===== src/rtl/ipx_pkg.sv =====
package ipx_pkg;
  typedef enum logic [2:0] {
    ST_IDLE, ST_RX, ST_RXACK, ST_TX, ST_TXACK, ST_TXNEXT, ST_WAIT
  } bus_st_t;

  typedef enum logic [1:0] {
    MD_WR, MD_RD, MD_GC, MD_ID
  } xfer_md_t;
endpackage


===== src/rtl/ipx_bus_sense.sv =====
module ipx_bus_sense (
  input  logic clk,
  input  logic rst_n,
  input  logic scl_i,
  input  logic sda_i,
  output logic scl_s,
  output logic sda_s,
  output logic scl_rise,
  output logic scl_fall,
  output logic start_det,
  output logic stop_det
);
  logic scl1_q, scl2_q, scl3_q;
  logic sda1_q, sda2_q, sda3_q;

  always_ff @(posedge clk or negedge rst_n) begin
    if (!rst_n) begin
      scl1_q <= 1'b1; scl2_q <= 1'b1; scl3_q <= 1'b1;
      sda1_q <= 1'b1; sda2_q <= 1'b1; sda3_q <= 1'b1;
    end else begin
      scl1_q <= scl_i; scl2_q <= scl1_q; scl3_q <= scl2_q;
      sda1_q <= sda_i; sda2_q <= sda1_q; sda3_q <= sda2_q;
    end
  end

  assign scl_s     = scl2_q;
  assign sda_s     = sda2_q;
  assign scl_rise  = scl2_q & ~scl3_q;
  assign scl_fall  = ~scl2_q & scl3_q;
  assign start_det = scl2_q & scl3_q & sda3_q & ~sda2_q;
  assign stop_det  = scl2_q & scl3_q & ~sda3_q & sda2_q;
endmodule


===== src/rtl/ipx_strap_decode.sv =====
module ipx_strap_decode #(
  parameter int          STRAP_PINS = 3,
  parameter logic [6:0]  ADDR_BASE  = 7'h20
) (
  input  logic                    clk,
  input  logic                    rst_n,
  input  logic [2*STRAP_PINS-1:0] strap_i,
  output logic [6:0]              dev_addr
);
  localparam int IDX_W = 2 * STRAP_PINS;

  logic       taken_q;
  logic [6:0] addr_q, addr_d;

  // Each pin weighs 4**k, so the concatenated codes are the table index.
  always_comb begin
    addr_d = addr_q;
    if (!taken_q) addr_d = ADDR_BASE + 7'(strap_i[IDX_W-1:0]);
  end

  always_ff @(posedge clk or negedge rst_n) begin
    if (!rst_n) begin
      taken_q <= 1'b0;
      addr_q  <= ADDR_BASE;
    end else begin
      taken_q <= 1'b1;
      addr_q  <= addr_d;
    end
  end

  assign dev_addr = addr_q;
endmodule


===== src/rtl/ipx_irq.sv =====
module ipx_irq #(
  parameter int W = 16
) (
  input  logic         clk,
  input  logic         rst_n,
  input  logic [W-1:0] port_i,
  input  logic         ref_load,
  output logic [W-1:0] port_s,
  output logic [W-1:0] ref_v,
  output logic         int_n_o
);
  logic [W-1:0] samp_q, ref_q, ref_d;
  logic         int_q;

  always_comb begin
    ref_d = ref_q;
    if (ref_load) ref_d = samp_q;
  end

  always_ff @(posedge clk or negedge rst_n) begin
    if (!rst_n) begin
      samp_q <= '1;
      ref_q  <= '1;
      int_q  <= 1'b0;
    end else begin
      samp_q <= port_i;
      ref_q  <= ref_d;
      int_q  <= (samp_q != ref_q);
    end
  end

  assign port_s  = samp_q;
  assign ref_v   = ref_q;
  assign int_n_o = ~int_q;
endmodule


===== src/rtl/i2c_port_expander.sv =====
module i2c_port_expander
  import ipx_pkg::*;
#(
  parameter int                      PORT_W     = 16,
  parameter int                      STRAP_PINS = 3,
  parameter logic [6:0]              ADDR_BASE  = 7'h20,
  parameter logic [6:0]              ID_ADDR    = 7'h7C,
  parameter logic [7:0]              GC_CMD     = 8'h06,
  parameter int                      ID_BYTES   = 3,
  parameter logic [8*ID_BYTES-1:0]   ID_VALUE   = 24'h3D9107
) (
  input  logic                    clk,
  input  logic                    rst_n,
  input  logic                    scl_i,
  input  logic                    sda_i,
  output logic                    sda_pull_o,
  input  logic [2*STRAP_PINS-1:0] strap_i,
  input  logic [PORT_W-1:0]       port_i,
  output logic [PORT_W-1:0]       port_o,
  output logic                    int_n_o
);
  localparam int NB    = PORT_W / 8;
  localparam int BI_W  = (NB > 1) ? $clog2(NB) : 1;
  localparam int ID_IW = (ID_BYTES > 1) ? $clog2(ID_BYTES) : 1;
  localparam logic [BI_W-1:0]  BI_LAST = BI_W'(NB - 1);
  localparam logic [ID_IW-1:0] ID_LAST = ID_IW'(ID_BYTES - 1);

  logic scl_s, sda_s, scl_rise, scl_fall, start_det, stop_det;
  logic [6:0]        dev_addr;
  logic [PORT_W-1:0] port_s, ref_v;
  logic              ref_load;
  logic              st_wait;

  ipx_bus_sense u_sense (
    .clk(clk), .rst_n(rst_n), .scl_i(scl_i), .sda_i(sda_i),
    .scl_s(scl_s), .sda_s(sda_s), .scl_rise(scl_rise), .scl_fall(scl_fall),
    .start_det(start_det), .stop_det(stop_det)
  );

  ipx_strap_decode #(.STRAP_PINS(STRAP_PINS), .ADDR_BASE(ADDR_BASE)) u_strap (
    .clk(clk), .rst_n(rst_n), .strap_i(strap_i), .dev_addr(dev_addr)
  );

  ipx_irq #(.W(PORT_W)) u_irq (
    .clk(clk), .rst_n(rst_n), .port_i(port_i), .ref_load(ref_load),
    .port_s(port_s), .ref_v(ref_v), .int_n_o(int_n_o)
  );

  bus_st_t            st_q, st_d;
  xfer_md_t           md_q, md_d;
  logic [3:0]         cnt_q, cnt_d;
  logic [7:0]         rxsh_q, rxsh_d, txsh_q, txsh_d, tx_byte;
  logic               pull_q, pull_d, first_q, first_d, gc_arm_q, gc_arm_d;
  logic [BI_W-1:0]    bsel_q, bsel_d;
  logic [ID_IW-1:0]   idix_q, idix_d;
  logic [PORT_W-1:0]  latch_q, latch_d, snap_q, snap_d;
  logic               ack, do_load;

  function automatic logic [7:0] id_byte(input logic [ID_IW-1:0] k);
    return ID_VALUE[(ID_BYTES - 1 - int'(k)) * 8 +: 8];
  endfunction

  always_comb begin
    if (md_q == MD_ID) tx_byte = id_byte(idix_q);
    else               tx_byte = snap_q[bsel_q * 8 +: 8];
  end

  always_comb begin
    st_d = st_q; md_d = md_q; cnt_d = cnt_q; rxsh_d = rxsh_q; txsh_d = txsh_q;
    pull_d = pull_q; first_d = first_q; gc_arm_d = gc_arm_q; bsel_d = bsel_q;
    idix_d = idix_q; latch_d = latch_q; snap_d = snap_q;
    ref_load = 1'b0; ack = 1'b0; do_load = 1'b0;
    if (start_det) begin
      st_d = ST_RX; cnt_d = '0; first_d = 1'b1; pull_d = 1'b0; gc_arm_d = 1'b0;
    end else if (stop_det) begin
      st_d = ST_IDLE; pull_d = 1'b0; gc_arm_d = 1'b0;
      if (gc_arm_q) begin
        latch_d  = '1;
        ref_load = 1'b1;
      end
    end else begin
      case (st_q)
        ST_RX: begin
          if (scl_rise) begin
            rxsh_d = {rxsh_q[6:0], sda_s};
            cnt_d  = cnt_q + 4'd1;
          end else if (scl_fall && cnt_q == 4'd8) begin
            if (first_q) begin
              first_d = 1'b0; bsel_d = '0; idix_d = '0;
              if (rxsh_q[7:1] == dev_addr) begin
                ack  = 1'b1;
                md_d = rxsh_q[0] ? MD_RD : MD_WR;
                if (rxsh_q[0]) begin
                  snap_d   = port_s;
                  ref_load = 1'b1;
                end
              end else if (rxsh_q == 8'h00) begin
                ack = 1'b1; md_d = MD_GC;
              end else if (rxsh_q == {ID_ADDR, 1'b1}) begin
                ack = 1'b1; md_d = MD_ID;
              end
            end else begin
              case (md_q)
                MD_WR: begin
                  ack = 1'b1;
                  latch_d[bsel_q * 8 +: 8] = rxsh_q;
                  bsel_d   = (bsel_q == BI_LAST) ? '0 : bsel_q + 1'b1;
                  ref_load = 1'b1;
                end
                MD_GC: begin
                  if (bsel_q == '0 && rxsh_q == GC_CMD) begin
                    ack = 1'b1; gc_arm_d = 1'b1; bsel_d = BI_LAST;
                  end else begin
                    gc_arm_d = 1'b0;
                  end
                end
                default: ;
              endcase
            end
            if (ack) begin
              pull_d = 1'b1; st_d = ST_RXACK;
            end else begin
              st_d = ST_WAIT;
            end
          end
        end
        ST_RXACK: begin
          if (scl_fall) begin
            pull_d = 1'b0; cnt_d = '0; st_d = ST_RX;
            if (md_q == MD_RD || md_q == MD_ID) do_load = 1'b1;
          end
        end
        ST_TX: begin
          if (scl_rise) begin
            cnt_d = cnt_q + 4'd1;
          end else if (scl_fall) begin
            if (cnt_q == 4'd8) begin
              pull_d = 1'b0; st_d = ST_TXACK;
            end else begin
              txsh_d = {txsh_q[6:0], 1'b0};
              pull_d = ~txsh_q[6];
            end
          end
        end
        ST_TXACK: begin
          if (scl_rise) st_d = sda_s ? ST_WAIT : ST_TXNEXT;
        end
        ST_TXNEXT: begin
          if (scl_fall) do_load = 1'b1;
        end
        default: ;
      endcase
      if (do_load) begin
        txsh_d = tx_byte; pull_d = ~tx_byte[7]; cnt_d = '0; st_d = ST_TX;
        if (md_q == MD_ID) idix_d = (idix_q == ID_LAST) ? '0 : idix_q + 1'b1;
        else               bsel_d = (bsel_q == BI_LAST) ? '0 : bsel_q + 1'b1;
      end
    end
  end

  always_ff @(posedge clk or negedge rst_n) begin
    if (!rst_n) begin
      st_q <= ST_IDLE; md_q <= MD_WR; cnt_q <= '0; rxsh_q <= '0; txsh_q <= '0;
      pull_q <= 1'b0; first_q <= 1'b0; gc_arm_q <= 1'b0; bsel_q <= '0;
      idix_q <= '0; latch_q <= '1; snap_q <= '1;
    end else begin
      st_q <= st_d; md_q <= md_d; cnt_q <= cnt_d; rxsh_q <= rxsh_d; txsh_q <= txsh_d;
      pull_q <= pull_d; first_q <= first_d; gc_arm_q <= gc_arm_d; bsel_q <= bsel_d;
      idix_q <= idix_d; latch_q <= latch_d; snap_q <= snap_d;
    end
  end

  assign st_wait    = (st_q == ST_WAIT);
  assign sda_pull_o = pull_q;
  assign port_o     = latch_q;
endmodule


===== config.mk =====
export PLATFORM = sky130hd
export DESIGN_NAME = i2c_port_expander
export DESIGN_NICKNAME = d
export VERILOG_FILES = /design/src/rtl/ipx_pkg.sv /design/src/rtl/ipx_bus_sense.sv /design/src/rtl/ipx_strap_decode.sv /design/src/rtl/ipx_irq.sv /design/src/rtl/i2c_port_expander.sv
export SDC_FILE = /design/constraint.sdc
export NUM_CORES = 1
export LEC_CHECK = 0
export ABC_AREA = 1
export BUFFER_PORTS_ARGS = -buffer_cell sky130_fd_sc_hd__buf_4
export CORE_ASPECT_RATIO = 1.25
export CORE_UTILIZATION = 55
export CTS_CLUSTER_SIZE = 20
export DETAILED_ROUTE_END_ITERATION = 10
export PLACE_DENSITY = 0.74
export SYNTH_ARGS = -nofsm -noshare
export SYNTH_HDL_FRONTEND = slang
export SYNTH_SLANG_ARGS = --single-unit

===== constraint.sdc =====
create_clock -name clk -period 3.7 [get_ports clk]
set_clock_uncertainty 0.15 [all_clocks]
set_input_delay 0.37 -clock clk [delete_from_list [all_inputs] [get_ports clk]]
set_output_delay 0.37 -clock clk [all_outputs]
set_load 0.05 [all_outputs]

; After elaboration in Yosys (flattened, before gate mapping)
; Cells that the tools add are included.
[totals]
ff_bits = 109
input_bits = 26
elab_cells = 218
[op_classes]
n_addsub = 6
n_eq_ne = 33
n_shift = 4
mux = 103
bitwise_logic = 18
reduce_logical = 31
[ops]
columns = op, count
row1 = $mux 16, 7
row2 = $mux 1, 56
row3 = $ne 5x5->1 const B, 8
row4 = $mux 7, 5
row5 = $neg 4->34, 1
row6 = $shift 8x34->16 const A, 1
row7 = $shiftx 8x34->16, 1
row8 = $mux 3, 11
row9 = $shiftx 24x6->8 const A, 1
row10 = $mux 2, 11
row11 = $reduce_and 7->1, 3
row12 = $mux 4, 5
row13 = $bwmux 16, 1
row14 = $ne 16x16->1, 1
row15 = $reduce_and 8->1, 2
row16 = $shiftx 16x5->8, 1
row17 = $reduce_bool 2->1, 7
row18 = $pmux 3 s4, 1
row19 = $reduce_and 4->1, 3
row20 = $reduce_bool 3->1, 4
row21 = $not 1->1, 11
row22 = $ne 2x1->1 const B, 5
row23 = $eq 8x3->1 const B, 1
row24 = $eq 8x8->1 const B, 1
row25 = 33 further kinds, 47

; Logic depth before layout (Yosys ltp)
; Gate-level depths: netlist of the first run.
[logic_depth]
ltp_word = 17
depth_mapped = 13
depth_no_buf = 13

; By module
; Synthesis of the first run repeated with hierarchy kept, for this count alone.
[unflattened]
cells_unflattened = 671
area_unflattened_um2 = 5376.4
[by_module_without_submodules]
columns = mod, instances, cells_each, area_each_um2, seq_area_each_um2
row1 = i2c_port_expander, 1, 459, 3499.6, 1591.5
row2 = ipx_irq, 1, 164, 1381.3, 865.8
row3 = ipx_strap_decode, 1, 31, 296.5, 201.4
row4 = ipx_bus_sense, 1, 17, 198.9, 157.7

; Least setup slack after synthesis of the first run
; Ideal clock, no wire load.
[synth_path]
kind = register to register
startpoint = reg cnt_q[0]
endpoint = reg latch_q[13], in the netlist port_o[13]
arrival_ns = 1.587
t_required_ns = 3.469
slack_ns = 1.882
stages_incl_launch_ff = 11
path_buffers = 1
synth_period_minus_slack_ns = 1.818
cell_sequence = dfrtp_1 inv_1 ha_1 nand3_1 nor2_1 nand2_2 o31ai_4 o21ai_2 buf_2 nand2_1 o21ai_1
[synth_between]
elab_chain_cells = 4
[synth_lines]
columns = element, line_no
row1 = from (decl), i2c_port_expander.sv:51  ; logic [3:0] cnt_q, cnt_d;
row2 = from (signal assigned), i2c_port_expander.sv:167  ; st_q <= st_d; md_q <= md_d; cnt_q <= cnt_d; rxsh_q <= rxsh_d; txsh_q <= txsh_d;
row3 = $eq 4x4->1, i2c_port_expander.sv:87  ; end else if (scl_fall && cnt_q == 4'd8) begin
row4 = $logic_and 1x1->1, i2c_port_expander.sv:87
row5 = $reduce_bool 2->1 (no line), n/a
row6 = $reduce_and 7->1 (no line), n/a
row7 = to (signal assigned), i2c_port_expander.sv:169  ; idix_q <= idix_d; latch_q <= latch_d; snap_q <= snap_d;
row8 = to (decl), i2c_port_expander.sv:56  ; logic [PORT_W-1:0] latch_q, latch_d, snap_q, snap_d;
; Every way passes these cells.
; A chain may end at the register's enable or synchronous reset.

; Final worst setup path of the first run
[layout_path]
startpoint = reg cnt_q[0]
endpoint = reg snap_q[14]
[layout_between]
elab_chain_cells = 3
[layout_lines]
columns = element, line_no
row1 = $eq 4x4->1, i2c_port_expander.sv:87
row2 = $logic_and 1x1->1, i2c_port_expander.sv:87
row3 = $reduce_and 8->1 (no line), n/a
row4 = to (signal assigned), i2c_port_expander.sv:169
row5 = to (decl), i2c_port_expander.sv:56
; Every way passes these cells.

==> flow_summary.toml, run 1 <==
[outcome]
status = "finished clean"

[setup_path]
critPathLaunchType = "register"
crit_type = "reg -> reg"
cpMostUsedCell = "nand3_1"
endpoint = "snap_q[14]"
r2r_slack_ns = 1.53
cpMaxStageDelayCell = "dfrtp_1"
cp.arrival_ns = 2.30
ff2ff_path_depth = 10
cp-end-kind = "register"
crit_family = "simple AND/OR/NAND/NOR gates"
cp.depth = 10
worst-path-buf-inv = 2
critPathRequiredTime_ns = 3.83
crit_chain = "inv_1 > ha_1 > nand3_1 > nor2_1 > nand2_2 > nor3_2 > nand3_1 > buf_4 > nand2_1 > o21ai_1"
max_stage_delay_ns = 0.41
reg2reg_from = "cnt_q[0]"
path_max_fanout = 32
crit_path_start = "cnt_q[0]"
r2r-end = "snap_q[14]"

[floorplanning]
dieArea_mm2 = 0.009599
io_pins = 44
initial_utilization_pct = 57.58
std_cell_rows = 38
coreArea_mm2 = 0.008796
dieWidth_um = 87.83
die_h_um = 109.3

[drt]
drtIter0Drc = 223
antenna_left = 0
drt-total-wl_um = 9749
vias = 3953
wl_per_cell_um = 12.69
first_pass_iters = 4
vias_per_cell = 5.147
drc_errors = 0

[synth]
synth_nets = 610
synth.cell_area_mm2 = 0.005065
ys_warn_count = 0
synth.avg_cell_area_um2 = 8.703
ys.flop_type = "dfstp_2"
post_synth_num_cell_types = 40
async_flop_share_pct = 100.0
synth_edf_count = 0
seq_area_frac_synth_pct = 55.61
syn_inst = 582
ys_ff_latch = 109

[timing]
finalSetupViolCount = 0
fmax_ghz = 0.4618
max_slew.worst_pin.slew_ns = 1.020
rsz0062_at_grt = "false"
fin_ws_ns = 1.535
maxSlewViolCount = 0
finalCritPeriodShare_pct = 58.53
hold_viol_final = 0
min_period_ns = 2.166
timing.setup.tns_ns = 0
slew_headroom_pct = 31.98

[power_and_ir_drop]
p_sw_mw = 1.315
ir_drop_mv = 0.3281
pwr_density_cell_mw_per_mm2 = 606.5
combPwrFrac_pct = 32.2
pwr-share-seq_pct = 49.3
p_leak_nw = 2.682
p_int_mw = 2.224
swShare_pct = 37.15
clkPwrFrac_pct = 18.6

[finish]
mostFrequentLayoutCells = "nand2_1, dfstp_2, inv_1"
fin_nets = 671
fillCellCount = 735
layout_commonest_cell = "nand2_1"
syn_to_final_growth_pct = 15.22
antenna_cells = 0
drive_gt1_share_pct = 26.39

[clock_network]
clk_path_buf_depth = 2
cts.sink_count = 109
clock_tree.root_cell = "clkbuf_8"
clock_latency_ns = 0.36
cts_htree_levels = 3
cts_tree = "built"
clk_pin_slew_ns = 0.10
cts-buffers-inserted = 9

[placement]
io_buffers = 43
gp_congestion = 0.8659
preCtsSetupSlack_ns = 1.585
dpl.hpwl_um = 6919

[grt]
grt_pass1_vias = 3829
grt.total_usage_pct = 22.64
grt_antenna_before_repair = 0
grt_pass1_wl_um = 16830
grt_max_degree = 88
overflow = 0

[min_path]
hold_class = "in -> async"

[run]
cap_violations = 0
-- synthesized netlist by cell type, types with 2 or more instances --
| cell | instances | area (um2) |
|---|---|---|
| a21oi_1 | 7 | 35.03 |
| nor3_1 | 3 | 15.01 |
| nand2_4 | 2 | 22.52 |
| nor2_2 | 2 | 12.51 |
| or2_2 | 2 | 12.51 |
| o22ai_1 | 6 | 37.54 |
| nor2_4 | 2 | 22.52 |
| nand3_1 | 28 | 140.1 |
| nor4_1 | 2 | 12.51 |
| o21ai_1 | 44 | 220.2 |
| xor2_1 | 7 | 61.31 |
| clkbuf_1 | 4 | 15.01 |
| a31oi_1 | 7 | 43.79 |
| o21ai_2 | 6 | 52.55 |
| o211ai_1 | 3 | 22.52 |
| inv_1 | 61 | 229.0 |
| buf_2 | 8 | 40.04 |
| inv_2 | 10 | 37.54 |
| nand4_1 | 6 | 37.54 |
| nor2_1 | 57 | 214.0 |
| o21ai_0 | 33 | 165.2 |
| dfrtp_1 | 38 | 950.9 |
| ha_1 | 2 | 25.02 |
| xnor2_1 | 4 | 35.03 |
| nand2_1 | 143 | 536.8 |
| dfstp_2 | 71 | 1866 |
| nand2_2 | 11 | 68.82 |
-- cell families after synthesis --
group	count (synthesis)	share of synthesized area, %
other cells	1	0.07404
compound gates	111	12.43
xor+xnor	11	1.902
fa+ha+maj	2	0.4940
flops	109	55.61
buf+inv	86	6.942
mux	1	0.2223
simple gates	261	22.33
-- sequential cells by signal, summed over array words and instances (netlist names), 2 cells and up --
register,flops
st_q,3
u_strap.dev_addr,7
cnt_q,4
txsh_q,7
snap_q,16
port_o,16
idix_q,2
u_irq.port_s,16
u_irq.ref_v,16
rxsh_q,8
md_q,2
-- repair_timing --
item	CTS	global route
gates resized for setup	0	0
hold buffers	18	0
buffers inserted	0	0
hold endpoints to repair	18	0
-- worst min-delay path by stage --
stage / start / end / slack, ns / cells after the start
6_report: rst_n / st_q[2] / 0.03 / 1
3_3_place_gp: u_sense.scl1_q / u_sense.scl_s / 0.20 / 0
3_5_place_dp: u_sense.sda1_q / u_sense.sda_s / 0.20 / 0
2_1_floorplan: rst_n / bsel_q / -0.08 / 0
5_1_grt: strap_i[3] / u_strap.dev_addr[3] / 0.05 / 3
4_1_cts: strap_i[3] / u_strap.dev_addr[3] / 0.04 / 3
-- power groups by stage --
| stage | registers, mW | logic, mW | clock network [mW] |
|---|---|---|---|
| 2_1_floorplan | 1.77 | 0.806 | 0 |
| 3_3_place_gp | 1.75 | 1.08 | 0 |
| 3_5_place_dp | 1.76 | 1.11 | 0 |
| 4_1_cts | 1.74 | 1.13 | 0.680 |
| 5_1_grt | 1.78 | 1.30 | 0.716 |
| 6_report | 1.74 | 1.14 | 0.658 |
-- stage by stage --
stage	hold slack, ns	area [um2]	total power, mW	cells	utilization (%)
6_report	0.03326	5836	3.539	768	66.34
5_1_grt	0.05274	5836	3.793	768	66.34
4_1_cts	0.04479	5836	3.554	768	66.34
3_5_place_dp	0.1999	5479	2.873	734	62.29
3_3_place_gp	0.1965	5479	2.829	734	62.29
2_1_floorplan	-0.07559	5065	2.580	582	-
-- cell type report --
| cell class | instances | area, um2 | share of cell area [%] |
|---|---|---|---|
| inverters | 72 | 270.3 | 4.631 |
| flip-flops and latches | 109 | 2816 | 48.26 |
| clock buffers | 12 | 155.1 | 2.659 |
| repair buffers | 64 | 525.5 | 9.005 |
| well taps | 120 | 150.1 | 2.573 |
| clock inverters | 4 | 21.27 | 0.3645 |
| multi-input cells | 387 | 1897 | 32.50 |
-- layer usage --
metal / global-route usage [%] / vias up / wire length (um)
met5: 0 / - / 0
met4: 8.782 / 0 / 188
met3: 3.979 / 20 / 298
met2: 39.42 / 91 / 4975
met1: 27.85 / 1853 / 4288
li1: - / 1989 / -
(Power assumes the default switching activity.)
==> inputs of run 2 (changes only) <==
--- a/config.mk
+++ b/config.mk
@@ -5,13 +5,13 @@
 export SDC_FILE = /design/constraint.sdc
 export NUM_CORES = 1
 export LEC_CHECK = 0
-export ABC_AREA = 1
+export ABC_AREA = 0
 export BUFFER_PORTS_ARGS = -buffer_cell sky130_fd_sc_hd__buf_4
 export CORE_ASPECT_RATIO = 1.25
 export CORE_UTILIZATION = 55
 export CTS_CLUSTER_SIZE = 20
 export DETAILED_ROUTE_END_ITERATION = 10
-export PLACE_DENSITY = 0.74
+export PLACE_DENSITY = 0.75
 export SYNTH_ARGS = -nofsm -noshare
 export SYNTH_HDL_FRONTEND = slang
 export SYNTH_SLANG_ARGS = --single-unit
==> constraint.sdc (replaced) <==
create_clock -name clk -period 2.2 [get_ports clk]
set_clock_uncertainty 0.15 [all_clocks]
set_input_delay 0.22 -clock clk [delete_from_list [all_inputs] [get_ports clk]]
set_output_delay 0.22 -clock clk [all_outputs]
set_load 0.05 [all_outputs]
==> flow_summary.toml, run 2 <==
[timing]
min_period_ns = 2.188
fmax_ghz = 0.4571
finalCritPeriodShare_pct = 99.45
finalSetupViolCount = 0
hold_viol_final = 0
timing.setup.tns_ns = 0
maxSlewViolCount = 0
fin_ws_ns = 0.01218
rsz0062_at_grt = "true"

[synth]
synth.cell_area_mm2 = 0.004982
yosysTopAreaCell = "dfstp_2"
ys_warn_count = 0
synth_nets = 424
synth.most_common_cell = "dfstp_2"
ys_ff_latch = 109
async_flop_share_pct = 100.0
netlist.area_leader.share_pct = 37.44
synth_area_leaders = "dfstp_2, dfrtp_1, mux2_2"
ys.flop_type = "dfstp_2"
synth_edf_count = 0
syn_inst = 396
seq_area_frac_synth_pct = 56.53
synth_common_cells = "dfstp_2, dfrtp_1, mux2_2, nand2_1, nor2_1"
synth.avg_cell_area_um2 = 12.58
post_synth_num_cell_types = 67

[drt]
antenna_left = 0
wl_per_cell_um = 16.87
vias_per_cell = 5.531
vias = 3429
first_pass_iters = 4
drtIter0Drc = 164
drt-total-wl_um = 10460
drc_errors = 0

[clock_network]
cts-buffers-inserted = 9
clk_path_buf_depth = 2
cts_htree_levels = 3
clock_tree.root_cell = "clkbuf_8"
cts_tree = "built"
clk_pin_slew_ns = 0.10
cts.sink_count = 109
clock_latency_ns = 0.37

[grt]
grt.total_usage_pct = 23.40
grt_pass1_vias = 3511
grt_max_degree = 43
grt_pass1_wl_um = 16660
grt_antenna_before_repair = 0
overflow = 0

[power_and_ir_drop]
p_leak_nw = 2.682
ir_drop_mv = 0.4876
finalPower_mw = 4.728
pwr_density_cell_mw_per_mm2 = 757.7

[setup_path]
path_max_fanout = 8
worst-path-buf-inv = 1
crit_family = "compound AO/OA/AOI/OAI gates"
crit_type = "reg -> reg"
cpMaxStageDelayCell = "dfstp_2"
cp-end-kind = "register"
crit_chain = "xnor2_2 > nand4_1 > o41a_1 > o21ai_4 > clkbuf_16 > mux2_4"
cp.depth = 6
critPathRequiredTime_ns = 2.35
cp.arrival_ns = 2.34
max_stage_delay_ns = 0.57
ff2ff_path_depth = 6
critPathLaunchType = "register"

[finish]
final_util_pct = 71.32
multi_input_area_mm2 = 0.002157
drive_gt1_share_pct = 47.40
mostFrequentLayoutCells = "buf_4, dfstp_2, dfrtp_1"
fin_nets = 523
regArea_mm2 = 0.002818
syn_to_final_growth_pct = 25.24
layout_commonest_cell = "buf_4"
antenna_cells = 0
fillCellCount = 630

[floorplanning]
std_cell_rows = 38
die_h_um = 108.4
initial_utilization_pct = 56.95
dieArea_mm2 = 0.009446
coreArea_mm2 = 0.008748
dieWidth_um = 87.13
io_pins = 44

[outcome]
status = "finished clean"

[placement]
io_buffers = 43
gp_congestion = 0.9081
dpl.hpwl_um = 7020
preCtsSetupSlack_ns = 0.001411

[min_path]
hold_class = "in -> async"

[run]
cap_violations = 0
==> run 2: changes by cell type after synthesis, sizes merged, moves of 8 or more <==
| cell | previous run | this run |
|---|---|---|
| inv | 71 | 8 |
| xor2 | 7 | 18 |
| mux2i | 0 | 15 |
| o21ai | 83 | 15 |
| a21oi | 7 | 16 |
| nand3 | 28 | 5 |
| o22a | 0 | 16 |
| nand2 | 157 | 23 |
| nor2b | 0 | 8 |
| nor2 | 61 | 21 |
| mux2 | 1 | 47 |
==> run 2: metal layers <==
metal | share of wire (%) | track usage [%] | vias to the layer above
met3 | 3.1 | 4.122 | 19
met4 | 2.1 | 10.30 | 0
met5 | 0 | 0 | -
met1 | 41 | 28.72 | 1712
met2 | 53 | 40.33 | 73
li1 | - | - | 1625
==> run 2: cells by family (layout without fill, tap and decap cells) <==
group,Yosys count,count (layout),share of synthesized area [%]
fa+ha+maj,2,2,0.5022
compound gates,73,73,10.90
mux,62,62,13.64
buf+inv,24,128,2.511
xor+xnor,24,24,4.219
simple gates,101,101,11.63
other cells,1,1,0.07527
flops,109,109,56.53
==> run 2: worst paths after layout <==
kind | start | end | slack [ns]
max in group asynchronous | rst_n | snap_q[14] | 1.09
min reg2reg | u_sense.scl1_q | u_sense.scl_s | 0.21
max | u_strap.dev_addr[5] | u_irq.ref_v[5] | 0.01
min | rst_n | rxsh_q[2] | 0.16
min in group clk | u_sense.scl1_q | u_sense.scl_s | 0.21
max reg2reg | u_strap.dev_addr[5] | u_irq.ref_v[5] | 0.01
==> run 2: worst register-to-register path, cell delays in order (launching register included) <==
cell and delay [ns]:
dfstp_2 0.57, xnor2_2 0.10, nand4_1 0.16, o41a_1 0.39
o21ai_4 0.24, clkbuf_16 0.21, mux2_4 0.30
==> run 2: repair_timing <==
action / in CTS / in global routing
setup endpoints to repair: 20 / 49
pin swaps: 1 / 6
gates resized for setup: 2 / 27
buffers inserted: 2 / 2
gates cloned: 0 / 1
hold endpoints to repair: 81 / 0
hold buffers: 25 / 0
==> run 2: through the flow <==
| step | std cells | cell area (um2) | hold WS, ns |
|---|---|---|---|
| 5_1_grt | 620 | 6240 | 0.1599 |
| 3_5_place_dp | 574 | 5630 | 0.002745 |
| 6_report | 620 | 6240 | 0.1559 |
| 2_1_floorplan | 396 | 4982 | -0.2256 |
| 3_3_place_gp | 574 | 5630 | 0.0001309 |
| 4_1_cts | 617 | 6087 | 0.1435 |
==> run 2: power by group <==
group | switching [mW] | internal, mW
sequential | 0.174 | 2.20
combinational | 0.607 | 0.604
clock | 0.664 | 0.482
total | 1.44 | 3.28
==> run 2: cell type report <==
cell class | count | share of cell area [%]
flip-flops and latches | 109 | 45.16
multi-input cells | 263 | 34.57
repair buffers | 104 | 14.40
clock buffers | 12 | 2.486
well taps | 120 | 2.406
clock inverters | 4 | 0.5013
inverters | 8 | 0.4813
==> inputs of run 3 (changes only) <==
--- a/config.mk
+++ b/config.mk
@@ -6,7 +6,7 @@
 export NUM_CORES = 1
 export LEC_CHECK = 0
 export ABC_AREA = 0
-export BUFFER_PORTS_ARGS = -buffer_cell sky130_fd_sc_hd__buf_4
+export BUFFER_PORTS_ARGS = -buffer_cell sky130_fd_sc_hd__buf_2
 export CORE_ASPECT_RATIO = 1.25
 export CORE_UTILIZATION = 55
 export CTS_CLUSTER_SIZE = 20
==> flow_summary.toml, run 3 (synthesis results as in run 2) <==
[outcome]
status = "finished clean"

[setup_path]
cpMaxStageDelayCell = "dfstp_2"
r2r_slack_ns = 0.003
worst-path-buf-inv = 1
r2r-end = "u_irq.ref_v[1]"
crit_type = "reg -> reg"
cp-end-kind = "register"
max_stage_delay_ns = 0.56
critPathLaunchType = "register"
crit_family = "compound AO/OA/AOI/OAI gates"
ff2ff_path_depth = 6
crit_chain = "xnor2_1 > nand4_1 > o41a_1 > o21ai_4 > clkbuf_16 > mux2_2"
path_max_fanout = 8
cp.arrival_ns = 2.36
critPathRequiredTime_ns = 2.36
reg2reg_from = "u_strap.dev_addr[5]"

[power_and_ir_drop]
pwr_density_cell_mw_per_mm2 = 777.8
p_int_mw = 3.252
ir_drop_mv = 0.5367
p_sw_mw = 1.464
swShare_pct = 31.04
finalPower_mw = 4.716
clkPwrFrac_pct = 25.5
pwr-share-seq_pct = 50.4
p_leak_nw = 2.632
combPwrFrac_pct = 24.1

[floorplanning]
coreArea_mm2 = 0.008748
dieArea_mm2 = 0.009446
die_h_um = 108.4
initial_utilization_pct = 56.95
std_cell_rows = 38
io_pins = 44
dieWidth_um = 87.13

[drt]
first_pass_iters = 4
top_layer = "met4"
drt-total-wl_um = 10140
vias = 3423
wl_met1_um = 4330
drc_errors = 0
antenna_left = 0
drtIter0Drc = 149
wl_per_cell_um = 16.48
vias_per_cell = 5.566
dr_wl_met2_um = 5364
dr_wl_met3_um = 282

[min_path]
hold-path-endpoint = "u_sense.scl_s"
hold_depth = 0
hp-start = "u_sense.scl1_q"
hold_class = "reg -> reg"

[finish]
fillCellCount = 650
mostFrequentLayoutCells = "dfstp_2, buf_2, dfrtp_1"
final_util_pct = 69.31
fin_nets = 518
stdcell_count = 615
drive_gt1_share_pct = 45.45
syn_to_final_growth_pct = 21.70
layout_commonest_cell = "dfstp_2"
antenna_cells = 0

[grt]
grt_pass1_vias = 3489
overflow = 0
grt_max_degree = 110
grt.total_usage_pct = 23.46
grt_antenna_before_repair = 0
grt_pass1_wl_um = 16730

[placement]
io_buffers = 43
dp_cells = 570
dpl.hpwl_um = 6626
gp_congestion = 0.8569
preCtsSetupSlack_ns = -0.01006

[clock_network]
cts_tree = "built"
clock_tree.root_cell = "clkbuf_8"
cts_htree_levels = 3
cts-buffers-inserted = 9
clk_path_buf_depth = 2
clock_latency_ns = 0.38
clk_pin_slew_ns = 0.10
cts.sink_count = 109

[timing]
min_period_ns = 2.197
finalCritPeriodShare_pct = 99.89
finalSetupViolCount = 0
maxSlewViolCount = 0
rsz0062_at_grt = "true"
holdWs_ns = 0.2107
fin_ws_ns = 0.002506
fmax_ghz = 0.4551
max_slew.worst_pin.slew_ns = 0.5626
hold_viol_final = 0
slew_headroom_pct = 62.49

[run]
cap_violations = 0
run 3: cell count changes in the layout (fill, tap and decap cells not counted), sizes merged:
cell	delta
buf	-5
clkbuf	-2
clkinv	+1
inv	+1
run 3: worst reg2reg max path: cells and delay by family, from the launching register on:
| family | cells | cell delay, ns |
|---|---|---|
| xor gates and xnor gates | 1 | 0.11 |
| AOI/OAI and AO/OA | 2 | 0.61 |
| DFF | 1 | 0.56 |
| muxes | 1 | 0.33 |
| and+or+nand+nor | 1 | 0.17 |
| buffers and inverters | 1 | 0.20 |
run 3: worst max path at each step:
stage,startpoint,endpoint,slack (ns),cells past startpoint
global route,u_sense.scl3_q,u_irq.ref_v[9],-0.08,6
finish,u_strap.dev_addr[5],u_irq.ref_v[1],0.003,6
detailed placement,u_strap.dev_addr[5],u_irq.ref_v[4],-0.01,6
global placement,rxsh_q[5],sda_pull_o,0.03,5
floorplan,cnt_q[0],u_irq.ref_v[10],0.03,9
CTS,cnt_q[0],u_irq.ref_v[7],0.006,8
run 3: routing by layer:
layer | vias to the layer above | GRT usage, %
met5 | - | 0
met4 | 0 | 8.899
met3 | 13 | 4.504
met2 | 66 | 39.37
met1 | 1727 | 30.12
li1 | 1617 | -
run 3: timing repair:
action                                 CTS  global route
hold buffers                            25             0
setup endpoints to repair               32            42
cloned                                   0             1
setup buffers                            0             3
pin swaps                                3             2
gates resized for setup                  4            14
endpoints found under the hold margin   63             0
run 3: through the flow:
step                instance area (um2)  setup TNS (ns)
floorplan                          4982               0
global placement                   5495               0
detailed placement                 5495        -0.02705
CTS                                5952               0
global route                       6063          -1.028
finish                             6063               0
run 3: final cells by class:
class / instances / area, um2 / area share (%)
repair buffers: 99 / 755.7 / 12.46
well taps: 120 / 150.1 / 2.476
multi-input cells: 263 / 2110 / 34.79
clock buffers: 10 / 148.9 / 2.456
clock inverters: 6 / 51.30 / 0.8461
inverters: 8 / 30.03 / 0.4953
flip-flops and latches: 109 / 2818 / 46.47
run 3: power groups by stage:
stage / clock network (mW) / registers [mW] / logic (mW)
6_report: 1.20 / 2.37 / 1.14
5_1_grt: 1.32 / 2.39 / 1.25
4_1_cts: 1.24 / 2.37 / 1.08
3_5_place_dp: 0 / 2.40 / 1.04
3_3_place_gp: 0 / 2.40 / 1.01
2_1_floorplan: 0 / 2.39 / 0.668
